$ cat src/rtl/smb_blk_pkg.sv
package smb_blk_pkg;
  typedef enum logic [2:0] {
    S_IDLE,
    S_RX,
    S_ACK,
    S_TX,
    S_TXACK
  } eng_state_e;

  typedef enum logic [1:0] {
    K_ADDR,
    K_IDX,
    K_CNT,
    K_DATA
  } byte_kind_e;
endpackage

$ cat src/rtl/smb_line_sync.sv
module smb_line_sync (
  input  logic clk_i,
  input  logic rst_ni,
  input  logic scl_i,
  input  logic sda_i,
  output logic scl_o,
  output logic sda_o,
  output logic rise_o,
  output logic fall_o,
  output logic start_o,
  output logic stop_o
);
  logic [1:0] scl_ff, sda_ff;
  logic       scl_prev, sda_prev;

  // bus idles high: reset to 1 so no edge is seen on release
  always_ff @(posedge clk_i or negedge rst_ni) begin
    if (!rst_ni) begin
      scl_ff   <= 2'b11;
      sda_ff   <= 2'b11;
      scl_prev <= 1'b1;
      sda_prev <= 1'b1;
    end else begin
      scl_ff   <= {scl_ff[0], scl_i};
      sda_ff   <= {sda_ff[0], sda_i};
      scl_prev <= scl_ff[1];
      sda_prev <= sda_ff[1];
    end
  end

  assign scl_o   = scl_ff[1];
  assign sda_o   = sda_ff[1];
  assign rise_o  = scl_ff[1] & ~scl_prev;
  assign fall_o  = ~scl_ff[1] & scl_prev;
  assign start_o = scl_ff[1] & scl_prev & sda_prev & ~sda_ff[1];
  assign stop_o  = scl_ff[1] & scl_prev & ~sda_prev & sda_ff[1];
endmodule

$ cat src/rtl/smb_blk_engine.sv
module smb_blk_engine
  import smb_blk_pkg::*;
#(
  parameter logic [7:0] WR_BYTE  = 8'hDC,
  parameter logic [7:0] RD_BYTE  = 8'hDD,
  parameter int         NUM_REGS = 16,
  parameter int         CNT_IDX  = 8
) (
  input  logic       clk_i,
  input  logic       rst_ni,
  input  logic       scl_i,
  input  logic       sda_i,
  input  logic       rise_i,
  input  logic       fall_i,
  input  logic       start_i,
  input  logic       stop_i,
  output logic       sda_oe_o,
  output logic       reg_we_o,
  output logic [7:0] reg_idx_o,
  output logic [7:0] reg_wdata_o,
  input  logic [7:0] reg_rdata_i
);
  localparam logic [8:0] NUM_L = 9'(NUM_REGS);
  localparam logic [7:0] CNT_L = 8'(CNT_IDX);

  eng_state_e state_q;
  byte_kind_e kind_q;
  logic [7:0] sh_q, idx_q, rem_q, widx_q, wdata_q;
  logic [3:0] bit_q;
  logic       oe_q, we_q, go_tx_q, first_q, hack_q;
  logic [7:0] tx_byte;
  logic       idx_ok;

  assign idx_ok    = {1'b0, idx_q} < NUM_L;
  assign reg_idx_o = we_q ? widx_q : (first_q ? CNT_L : idx_q);
  assign tx_byte   = first_q ? reg_rdata_i : (idx_ok ? reg_rdata_i : 8'h00);

  always_ff @(posedge clk_i or negedge rst_ni) begin
    if (!rst_ni) begin
      state_q <= S_IDLE;
      kind_q  <= K_ADDR;
      sh_q    <= '0;
      idx_q   <= '0;
      rem_q   <= '0;
      widx_q  <= '0;
      wdata_q <= '0;
      bit_q   <= '0;
      oe_q    <= 1'b0;
      we_q    <= 1'b0;
      go_tx_q <= 1'b0;
      first_q <= 1'b0;
      hack_q  <= 1'b0;
    end else begin
      we_q <= 1'b0;
      if (start_i) begin
        state_q <= S_RX;
        kind_q  <= K_ADDR;
        bit_q   <= '0;
        oe_q    <= 1'b0;
        first_q <= 1'b0;
      end else if (stop_i) begin
        state_q <= S_IDLE;
        oe_q    <= 1'b0;
        first_q <= 1'b0;
      end else begin
        unique case (state_q)
          S_RX: begin
            if (rise_i && bit_q != 4'd8) begin
              sh_q  <= {sh_q[6:0], sda_i};
              bit_q <= bit_q + 4'd1;
            end else if (fall_i && bit_q == 4'd8) begin
              bit_q   <= '0;
              go_tx_q <= 1'b0;
              state_q <= S_ACK;
              oe_q    <= 1'b1;
              unique case (kind_q)
                K_ADDR: begin
                  if (sh_q == WR_BYTE) begin
                    kind_q <= K_IDX;
                  end else if (sh_q == RD_BYTE) begin
                    go_tx_q <= 1'b1;
                    first_q <= 1'b1;
                  end else begin
                    state_q <= S_IDLE;
                    oe_q    <= 1'b0;
                  end
                end
                K_IDX: begin
                  idx_q  <= sh_q;
                  kind_q <= K_CNT;
                end
                K_CNT: begin
                  rem_q  <= sh_q;
                  kind_q <= K_DATA;
                end
                K_DATA: begin
                  if (rem_q != 8'd0) begin
                    rem_q   <= rem_q - 8'd1;
                    idx_q   <= idx_q + 8'd1;
                    we_q    <= idx_ok;
                    widx_q  <= idx_q;
                    wdata_q <= sh_q;
                  end
                end
                default: ;
              endcase
            end
          end
          S_ACK: begin
            if (fall_i) begin
              if (go_tx_q) begin
                sh_q    <= tx_byte;
                oe_q    <= ~tx_byte[7];
                bit_q   <= 4'd1;
                state_q <= S_TX;
                first_q <= 1'b0;
                if (!first_q) idx_q <= idx_q + 8'd1;
              end else begin
                oe_q    <= 1'b0;
                state_q <= S_RX;
              end
            end
          end
          S_TX: begin
            if (fall_i) begin
              if (bit_q == 4'd8) begin
                oe_q    <= 1'b0;
                state_q <= S_TXACK;
              end else begin
                oe_q  <= ~sh_q[6];
                sh_q  <= {sh_q[6:0], 1'b0};
                bit_q <= bit_q + 4'd1;
              end
            end
          end
          S_TXACK: begin
            if (rise_i) hack_q <= ~sda_i;
            if (fall_i) begin
              if (hack_q) begin
                sh_q    <= tx_byte;
                oe_q    <= ~tx_byte[7];
                bit_q   <= 4'd1;
                state_q <= S_TX;
                idx_q   <= idx_q + 8'd1;
              end else begin
                state_q <= S_IDLE;
              end
            end
          end
          default: ;
        endcase
      end
    end
  end

  assign sda_oe_o    = oe_q;
  assign reg_we_o    = we_q;
  assign reg_wdata_o = wdata_q;

  AST_OE_SCL_LOW: assert property (@(posedge clk_i) disable iff (!rst_ni)
    (oe_q != $past(oe_q)) |-> !scl_i);
  AST_ACK_HELD: assert property (@(posedge clk_i) disable iff (!rst_ni)
    (state_q == S_ACK && oe_q && rise_i) |=> oe_q);
  AST_IDLE_RELEASED: assert property (@(posedge clk_i) disable iff (!rst_ni)
    (state_q == S_IDLE) |-> !oe_q);
  AST_WE_IN_RANGE: assert property (@(posedge clk_i) disable iff (!rst_ni)
    reg_we_o |-> ({1'b0, reg_idx_o} < NUM_L));
  AST_WE_PULSE: assert property (@(posedge clk_i) disable iff (!rst_ni)
    reg_we_o |=> !reg_we_o);
  AST_STOP_ABORT: assert property (@(posedge clk_i) disable iff (!rst_ni)
    stop_i |=> (state_q == S_IDLE));
  AST_START_RESYNC: assert property (@(posedge clk_i) disable iff (!rst_ni)
    start_i |=> (state_q == S_RX && kind_q == K_ADDR && bit_q == 4'd0));
endmodule

$ cat src/rtl/smb_idx_target.sv
module smb_idx_target #(
  parameter logic [7:0] WR_BYTE  = 8'hDC,
  parameter logic [7:0] RD_BYTE  = 8'hDD,
  parameter int         NUM_REGS = 16,
  parameter int         CNT_IDX  = 8
) (
  input  logic       clk_i,
  input  logic       rst_ni,
  input  logic       scl_i,
  input  logic       sda_i,
  output logic       scl_oe_o,
  output logic       sda_oe_o,
  output logic       reg_we_o,
  output logic [7:0] reg_idx_o,
  output logic [7:0] reg_wdata_o,
  input  logic [7:0] reg_rdata_i
);
  logic scl_s, sda_s, rise, fall, start, stop;

  smb_line_sync u_sync (
    .clk_i   (clk_i),
    .rst_ni  (rst_ni),
    .scl_i   (scl_i),
    .sda_i   (sda_i),
    .scl_o   (scl_s),
    .sda_o   (sda_s),
    .rise_o  (rise),
    .fall_o  (fall),
    .start_o (start),
    .stop_o  (stop)
  );

  smb_blk_engine #(
    .WR_BYTE  (WR_BYTE),
    .RD_BYTE  (RD_BYTE),
    .NUM_REGS (NUM_REGS),
    .CNT_IDX  (CNT_IDX)
  ) u_eng (
    .clk_i       (clk_i),
    .rst_ni      (rst_ni),
    .scl_i       (scl_s),
    .sda_i       (sda_s),
    .rise_i      (rise),
    .fall_i      (fall),
    .start_i     (start),
    .stop_i      (stop),
    .sda_oe_o    (sda_oe_o),
    .reg_we_o    (reg_we_o),
    .reg_idx_o   (reg_idx_o),
    .reg_wdata_o (reg_wdata_o),
    .reg_rdata_i (reg_rdata_i)
  );

  assign scl_oe_o = 1'b0; // no clock stretching
endmodule

$ cat config.mk
export PLATFORM = sky130hd
export DESIGN_NAME = smb_idx_target
export DESIGN_NICKNAME = d
export VERILOG_FILES = /design/src/rtl/smb_blk_pkg.sv /design/src/rtl/smb_line_sync.sv /design/src/rtl/smb_blk_engine.sv /design/src/rtl/smb_idx_target.sv
export SDC_FILE = /design/constraint.sdc
export NUM_CORES = 1
export LEC_CHECK = 0
export ABC_AREA = 1
export BUFFER_PORTS_ARGS = -buffer_cell sky130_fd_sc_hd__buf_2
export CAP_MARGIN = 25
export CORE_ASPECT_RATIO = 1.5
export CORE_UTILIZATION = 33
export CTS_CLUSTER_DIAMETER = 40
export DETAILED_ROUTE_END_ITERATION = 8
export PLACE_DENSITY_LB_ADDON = 0.08
export SYNTH_ARGS = -nofsm -noshare
export SYNTH_HDL_FRONTEND = slang
export SYNTH_SLANG_ARGS = --single-unit
$ cat constraint.sdc
create_clock -name clk_i -period 4.1 [get_ports clk_i]
set_clock_uncertainty 0.15 [all_clocks]
set_input_delay 0.82 -clock clk_i [delete_from_list [all_inputs] [get_ports clk_i]]
set_output_delay 0.82 -clock clk_i [all_outputs]
set_load 0.01 [all_outputs]
; Word-level counts from Yosys, hierarchy flattened
; Cells that the tools add are included.
[op_classes]
n_addsub = 3
order_cmp = 1
eq_ne = 45
muxes = 89
bitwise_logic = 16
n_reduce_logical = 24
[op_table]
columns = operator, count
row1 = 8-bit 2-to-1 mux, 20
row2 = 4-bit 2-to-1 mux, 10
row3 = "4-bit by 3-bit inequality test with 1-bit output, second input constant", 8
row4 = 8-bit case mux with 2 select lines, 2
row5 = 8-bit case mux with 4 select lines, 1
row6 = 1-bit 2-to-1 mux, 31
row7 = 3-bit 2-to-1 mux, 10
row8 = 7-bit AND reduction, 4
row9 = "3-bit by 2-bit inequality test with 1-bit output, second input constant", 8
row10 = 8-bit case mux with 3 select lines, 1
row11 = 2-bit 2-to-1 mux, 9
row12 = "8-bit == test, second input constant", 2
row13 = "2-bit by 1-bit inequality test with 1-bit output, second input constant", 8
row14 = "4-bit inequality test, second input constant", 4
row15 = 4-bit case mux with 4 select lines, 1
row16 = 3-bit case mux with 4 select lines, 1
row17 = 12-bit AND reduction, 1
row18 = 4-bit nonzero test, 3
row19 = "2-bit inequality test, second input constant", 5
row20 = 10-bit AND reduction, 1
row21 = 1-bit NOT, 9
row22 = 9-bit AND reduction, 1
row23 = "8-bit by 1-bit adder with 8-bit output, second input constant", 1
row24 = "8-bit by 5-bit less-than comparator with 1-bit output, second input constant", 1
row25 = 25 further kinds, 36
[word_totals]
register_bits = 60
input_bits = 12
out_inout_bits = 19
elab_cells = 195

; Logic depth before layout (Yosys ltp)
; Gate-level depths: netlist (run 1).
[logic_depth]
ltp_word = 9
depth_mapped = 12
depth_no_buf = 11

; By module
; A second synthesis (run 1) with hierarchy kept.
[unflattened]
hier_cells = 527
hier_area_um2 = 3771.1
[by_module_without_submodules]
columns = module, n_inst, cells_each, area_per_inst_um2, seq_area_each_um2
row1 = smb_blk_engine, 1, 508, 3560.9, 1351.3
row2 = smb_line_sync, 1, 17, 198.9, 157.7
row3 = smb_idx_target, 1, 2, 11.3, 0.0

; Worst setup path after synthesis (run 1)
; OpenSTA, ideal clock, no wires.
[synth_path]
path_type = flip-flop to output port
startpoint = reg u_eng.we_q, in the netlist u_eng.reg_we_o
endpoint = out reg_idx_o[0]
t_arrival_ns = 1.049
required_time_ns = 3.130
slack_ns = 2.081
stages_incl_launch_ff = 5
path_buffers = 1
path_cell_list = dfrtp_1 > clkbuf_1 > nor2_1 > inv_1 > o21ai_0
[synth_via]
elab_chain_cells = 1
[synth_lines]
columns = element, line
row1 = from (decl), smb_blk_engine.sv:30  ; logic oe_q, we_q, go_tx_q, first_q, hack_q;
row2 = from (signal assigned), smb_blk_engine.sv:100  ; we_q <= idx_ok;
row3 = 8-bit 2-to-1 mux, smb_blk_engine.sv:35  ; assign reg_idx_o = we_q ? widx_q : (first_q ? CNT_L : idx_q);
row4 = to (decl), smb_idx_target.sv:14  ; output logic [7:0] reg_idx_o,
; Every way passes these cells.

; Final worst setup path (run 1)
[layout_path]
startpoint = reg u_eng.kind_q[0]
endpoint = reg u_eng.wdata_q[4], in the netlist u_eng.reg_wdata_o[4]
[layout_via]
elab_chain_cells = 2
[layout_lines]
columns = element, line
row1 = from (decl), smb_blk_engine.sv:27  ; byte_kind_e kind_q;
row2 = from (signal assigned), smb_blk_engine.sv:41  ; kind_q <= K_ADDR;
row3 = from (signal assigned), smb_blk_engine.sv:57  ; kind_q <= K_ADDR;
row4 = from (signal assigned), smb_blk_engine.sv:79  ; kind_q <= K_IDX;
row5 = 2-bit == test, smb_blk_engine.sv:76  ; unique case (kind_q)
row6 = 7-bit AND reduction (no source line), -
row7 = to (signal assigned), smb_blk_engine.sv:102  ; wdata_q <= sh_q;
row8 = to (decl), smb_blk_engine.sv:28  ; logic [7:0] sh_q, idx_q, rem_q, widx_q, wdata_q;
; Every way passes these cells.
; A chain may end at the register's enable or synchronous reset.

==> results of run 1 <==
[layout make-up]
type,instances,area share
multi-input combinational,381,0.4497
timing repair buffer,30,0.03495
clock inverter,7,0.02292
tap,147,0.04211
inverter,62,0.05328
sequential,60,0.3455
clock buffer,9,0.05156
[critical path, delay by kind of cell, from the launching register on]
kind            cells  cell delay, ns
compound gates      1            0.30
buf+inv             1            0.39
fa+ha+maj           1            0.51
flops               1            0.39
simple gates        2            0.61
[Yosys cell counts (4+ instances only)]
library cell | number | area, um2
inv_2 | 8 | 30.03
nand2_1 | 152 | 570.6
dfstp_2 | 6 | 157.7
nand3_1 | 57 | 285.3
dfrtp_1 | 54 | 1351
nand2_4 | 5 | 56.30
inv_1 | 53 | 198.9
ha_1 | 10 | 125.1
nand2_2 | 6 | 37.54
nor2_1 | 40 | 150.1
xor2_1 | 6 | 52.55
a21oi_1 | 11 | 55.05
o21ai_0 | 47 | 235.2
clkbuf_1 | 4 | 15.01
nand4_1 | 7 | 43.79
o21ai_1 | 9 | 45.04
[stage by stage]
step	area [um2]	worst slack (ns)	cells
2_1_floorplan	3766	2.081	513
3_3_place_gp	4043	1.798	680
3_5_place_dp	4043	1.648	680
4_1_cts	4368	1.649	696
5_1_grt	4368	1.335	696
6_report	4368	1.655	696
[power by group]
part / switching [mW] / internal (mW)
clock: 0.287 / 0.535
sequential: 0.102 / 0.680
combinational: 0.350 / 0.163
total: 0.740 / 1.38
[state kept, by name, indices dropped and copies added, names as in the netlist, 2 cells and up]
name	cells
u_eng.state_q	3
u_sync.sda_ff	2
u_sync.scl_ff	2
u_eng.idx_q	8
u_eng.bit_q	4
u_eng.rem_q	8
u_eng.widx_q	8
u_eng.reg_wdata_o	8
u_eng.sh_q	8
u_eng.kind_q	2
[path summary, 6_finish.rpt]
check,from,to,depth (start not counted)
max in group asynchronous,rst_ni,u_sync.scl_ff[1]$_DFF_PN1_,2
max,u_eng.kind_q[0]$_DFFE_PN0P_,u_eng.reg_wdata_o[4]$_DFFE_PN0P_,5
max reg2reg,u_eng.kind_q[0]$_DFFE_PN0P_,u_eng.reg_wdata_o[4]$_DFFE_PN0P_,5
min reg2reg,u_sync.scl_ff[0]$_DFF_PN1_,u_sync.scl_ff[1]$_DFF_PN1_,0
min,u_sync.scl_ff[0]$_DFF_PN1_,u_sync.scl_ff[1]$_DFF_PN1_,0
min in group asynchronous,rst_ni,u_eng.idx_q[4]$_DFFE_PN0P_,1
[metal layers]
layer	up-vias	GRT usage	share of wire	routed length (um)
li1	1718	-	-	-
met1	1603	0.2074	0.40	4110
met3	17	0.03306	0.032	328
met2	64	0.3478	0.55	5609
met4	0	0.06614	0.021	212
met5	-	0	0	0
[cells by family (layout without fill, tap and decap cells)]
kind of cell               after synthesis  count (layout)  share of synthesized area
AOI/OAI and AO/OA                       77              77                     0.1133
xor gates and xnor gates                 7               7                    0.01628
adders and majority gates               10              10                    0.03322
buffers and inverters                   72             108                    0.07774
DFF                                     60              60                     0.4007
other                                    1               1                  0.0009957
and+or+nand+nor                        286             286                     0.3578
==> impl_metrics.ini, run 1 <==
[sta]
report.final.slew_viol_count = 0
maxSlewHeadroom = 0.5248
fin_crit_sh = 0.5963
setup_viol = 0
worst_hold_slack_ns = 0.2055
hold_violations = 0
fmaxAchievable_mhz = 409.0
rsz0062_at_grt = no
setup_tns_ns = 0
worstMarginPinSlew_ns = 0.7128
min_period_ns = 2.445

[grt]
grt_max_degree = 34
grt_pass1_wl_mm = 16.66
antenna_found_initial = 0
overflow = 0
grt_pass1_vias = 3338
grt_usage = 0.1877

[clock_tree]
htree_levels = 3
clockBufferDepth = 2
cts-root-buf = clkbuf_16
cts_tree = yes
clkLatencyLatePin_ns = 0.33
hold_buffers = 0
numCtsBuffers = 9
cts_resized = 0
clkSlewWorstSetupHoldPaths_ns = 0.05
cts_sinks = 60
postCtsSetupRepairBufs = 0

[power_and_ir_drop]
p_leak_nw = 2.258
peakVddDrop_v = 0.0002286
power_density_nw_per_um2 = 485.1
p_total_mw = 2.119

[cells_and_area]
n_antenna_cell = 0
fillerInstances = 1213
layout.nets = 566
syn_to_final_growth_pct = 15.98
multiInputGateArea_um2 = 1964
layout_commonest_cell = nand2_1
fin_util = 0.3951
drive_gt1_frac = 0.1603
final_cell_mix = nand2_1 (152), nand3_1 (57), dfrtp_1 (54)
seq_area_um2 = 1509

[floorplan]
coreArea_um2 = 11060
die_height_um = 132.8
pin_count = 31
chipWidth_um = 89.23
initial_core_util = 0.3407
dieArea_um2 = 11850
num_rows = 47

[drt]
drtAntennaViolNets = 0
dr.pass1.iters = 4
dr.first_iter.drc_count = 249
routed_wl_mm = 10.26
wl_per_cell_um = 14.74
vias_per_cell = 4.888
num_vias = 3402
drc_errors = 0

[worst_setup_path]
cp-start-kind = flop
slowest_stage = ha_1
ff2ff_setup_slack_ns = 1.66
cp-end-kind = flop
cp.arrival_ns = 2.53
crit_fanout = 33
required_ns = 4.19
path_cells = ha_1, clkinv_1, nor2_1, nand2_2, o21ai_0
critical_path.max_stage_delay_ns = 0.51
path_class = reg2reg

[yosys]
ys_types = 40
yosysSeqAreaShare = 0.4007
ys_dominant_reg_cell = dfrtp_1
synth.avg_cell_area_um2 = 7.341
netlist_area_um2 = 3766
synth_nets = 535
async_flop_share = 1.000
synth_warnings = 0
ys_seq_elements = 60
synth_edf_count = 0
postSynthCellCount = 513

[min_path]
min_path_type = reg2reg

[placement]
dp_hpwl_mm = 7.773
place_congestion = 0.8316
io_buffers = 29

[outcome]
run_status = finished, final reports clean

[run]
max_cap_violations = 0
Power figures use the tool's default switching activity.
==> inputs of run 2 (changes only) <==
--- a/config.mk
+++ b/config.mk
@@ -5,7 +5,7 @@
 export SDC_FILE = /design/constraint.sdc
 export NUM_CORES = 1
 export LEC_CHECK = 0
-export ABC_AREA = 1
+export ABC_AREA = 0
 export BUFFER_PORTS_ARGS = -buffer_cell sky130_fd_sc_hd__buf_2
 export CAP_MARGIN = 25
 export CORE_ASPECT_RATIO = 1.5
==> constraint.sdc (replaced) <==
create_clock -name clk_i -period 2.5 [get_ports clk_i]
set_clock_uncertainty 0.15 [all_clocks]
set_input_delay 0.5 -clock clk_i [delete_from_list [all_inputs] [get_ports clk_i]]
set_output_delay 0.5 -clock clk_i [all_outputs]
set_load 0.01 [all_outputs]
==> run 2 against run 1 <==
Compared with the run above:
- setup slack got worse by 1.4 ns
- clock power rose by 40%
- cell area fell by 4.5%
- utilization rose by 1.4 points
- total power rose by 19%
- via count fell by 18%
- maximum frequency rose by 9.8%
- register-to-register slack got worse by 1.4 ns
- sequential power rose by 37%
- first-iteration DRC count fell by 51%
- die area fell by 7.1%
- routed wire length fell by 12%
- critical endpoint is now u_eng.widx_q[2]$_DFFE_PN0P_
- largest power group unchanged
- highest routed layer unchanged
==> impl_metrics.ini, run 2 <==
[cells_and_area]
final_cell_mix = dfrtp_1 (54), nand2_1 (39), a21oi_1 (32)
layout_commonest_cell = dfrtp_1
layout.nets = 416
drive_gt1_frac = 0.2832
fin_util = 0.4092
finalNonFillerCells = 540
syn_to_final_growth_pct = 19.33
finalInstanceArea_um2 = 4170
n_antenna_cell = 0

[floorplan]
pin_count = 31
dieArea_um2 = 11010
num_rows = 45
die_height_um = 128.0
coreArea_um2 = 10190
chipWidth_um = 86.02
initial_core_util = 0.3429

[grt]
overflow = 0
antenna_found_initial = 0
grt_usage = 0.1824
grt_max_degree = 41
grt_pass1_vias = 2936
grt_pass1_wl_mm = 15.33

[yosys]
synth_nets = 370
synth_warnings = 0
synth_commonest_cells = dfrtp_1 (54), nand2_1 (39), a21oi_1 (32)
synth.avg_cell_area_um2 = 10.04
ys_dominant_reg_cell = dfrtp_1
ys_seq_elements = 60
netlist_area_um2 = 3495
synth_edf_count = 0
yosysSeqAreaShare = 0.4318
synth_top_area_frac = 0.3867
async_flop_share = 1.000
ys_types = 63
synth_area_leaders = dfrtp_1 (39%), mux2_2 (4.8%), a21oi_1 (4.6%)
yosysTopAreaCell = dfrtp_1
postSynthCellCount = 348
synth_most_common_cell = dfrtp_1

[drt]
drc_errors = 0
vias_per_cell = 5.170
routed_wl_mm = 9.028
num_vias = 2792
dr.pass1.iters = 4
drtAntennaViolNets = 0
dr.first_iter.drc_count = 121
wl_per_cell_um = 16.72

[worst_setup_path]
cp.arrival_ns = 2.28
cp-end-kind = flop
cp-start-kind = flop
path_class = reg2reg
crit_fanout = 16
required_ns = 2.55

[power_and_ir_drop]
peakVddDrop_v = 0.0003163
p_leak_nw = 1.912
power_density_nw_per_um2 = 606.2
p_total_mw = 2.528

[min_path]
min_path_type = in2async

[placement]
dp.cells = 524
place_congestion = 0.8281
io_buffers = 29
dp_hpwl_mm = 6.706
place_area_um2 = 3892

[clock_tree]
numCtsBuffers = 9
hold_buffers = 0
clockBufferDepth = 2
cts_resized = 0
cts-root-buf = clkbuf_16
postCtsSetupRepairBufs = 0
clkSlewWorstSetupHoldPaths_ns = 0.06
cts_tree = yes
htree_levels = 3
cts_sinks = 60
clkLatencyLatePin_ns = 0.33

[sta]
hold_violations = 0
maxSlewHeadroom = 0.5273
rsz0062_at_grt = no
min_period_ns = 2.226
worstMarginPinSlew_ns = 0.7001
setup_viol = 0
setup_tns_ns = 0
report.final.slew_viol_count = 0
fmaxAchievable_mhz = 449.2
fin_crit_sh = 0.8905

[run]
max_cap_violations = 0

[outcome]
run_status = finished, final reports clean
## run 2: changes by cell type after synthesis, sizes merged, moves of 5 or more
cell    delta
nand2    -124
inv       -51
mux2      +25
a21oi     +18
o21ai     -35
nor4       +5
mux2i      +8
xor2       -5
nand3     -51
buf        +6
a22o      +15
nor2      -32
nand2b     +7
## run 2: metrics by stage
stage,setup slack [ns],hold WS (ns)
final,0.2739,0.001401
after global routing,0.1143,0.04604
after CTS,0.2451,0.01780
after detailed placement,0.2740,0.1975
after global placement,0.3302,0.1975
after floorplan,0.4197,0.05441
## run 2: routing by layer
metal | track usage | up-vias | share of wire
met2 | 0.3156 | 60 | 0.52
li1 | - | 1369 | -
met3 | 0.03220 | 19 | 0.030
met1 | 0.2150 | 1344 | 0.41
met4 | 0.09020 | 0 | 0.030
met5 | 0 | - | 0
## run 2: path summary, 6_finish.rpt
path	startpoint	to	slack [ns]	cells after the start
setup / recovery	u_eng.bit_q[0]$_DFFE_PN0P_	u_eng.widx_q[2]$_DFFE_PN0P_	0.27	7
hold / removal	rst_ni	u_eng.rem_q[4]$_DFFE_PN0P_	0.001	1
setup reg to reg	u_eng.bit_q[0]$_DFFE_PN0P_	u_eng.widx_q[2]$_DFFE_PN0P_	0.27	7
hold reg to reg	u_sync.scl_ff[0]$_DFF_PN1_	u_sync.scl_ff[1]$_DFF_PN1_	0.20	0
max in group asynchronous	rst_ni	u_eng.state_q[0]$_DFFE_PN0P_	1.59	2
min in group clk_i	sda_i	u_sync.sda_ff[0]$_DFF_PN1_	0.12	1
## run 2: critical path, stage by stage, from the launching register on
cell	delay, ns
dfrtp_1	0.40
inv_1	0.09
ha_1	0.16
and3b_1	0.27
and3b_2	0.28
and3_1	0.22
buf_12	0.17
mux2_2	0.35
## run 2: layout make-up
class / count / area [um2]
multi-input combinational: 260 / 1823
clock inverter: 7 / 52.55
timing repair buffer: 52 / 342.8
tap: 141 / 176.4
sequential: 60 / 1509
inverter: 11 / 41.29
fill: 1013 / 6021
clock buffer: 9 / 225.2
## run 2: cells by family after synthesis
logic type | after synthesis | synth area share
AND/OR/NAND/NOR | 119 | 0.1898
adder cells (fa/ha/maj) | 10 | 0.03580
other | 1 | 0.001073
buffers and inverters | 28 | 0.04654
XOR/XNOR | 2 | 0.005013
AO/OA/AOI/OAI | 95 | 0.1758
multiplexers | 33 | 0.1142
flip-flops | 60 | 0.4318
## run 2: report_power, final
part / total [mW] / switching (mW) / internal [mW]
clock network: 1.15 / 0.474 / 0.675
registers: 1.07 / 0.0398 / 1.03
logic: 0.314 / 0.170 / 0.144
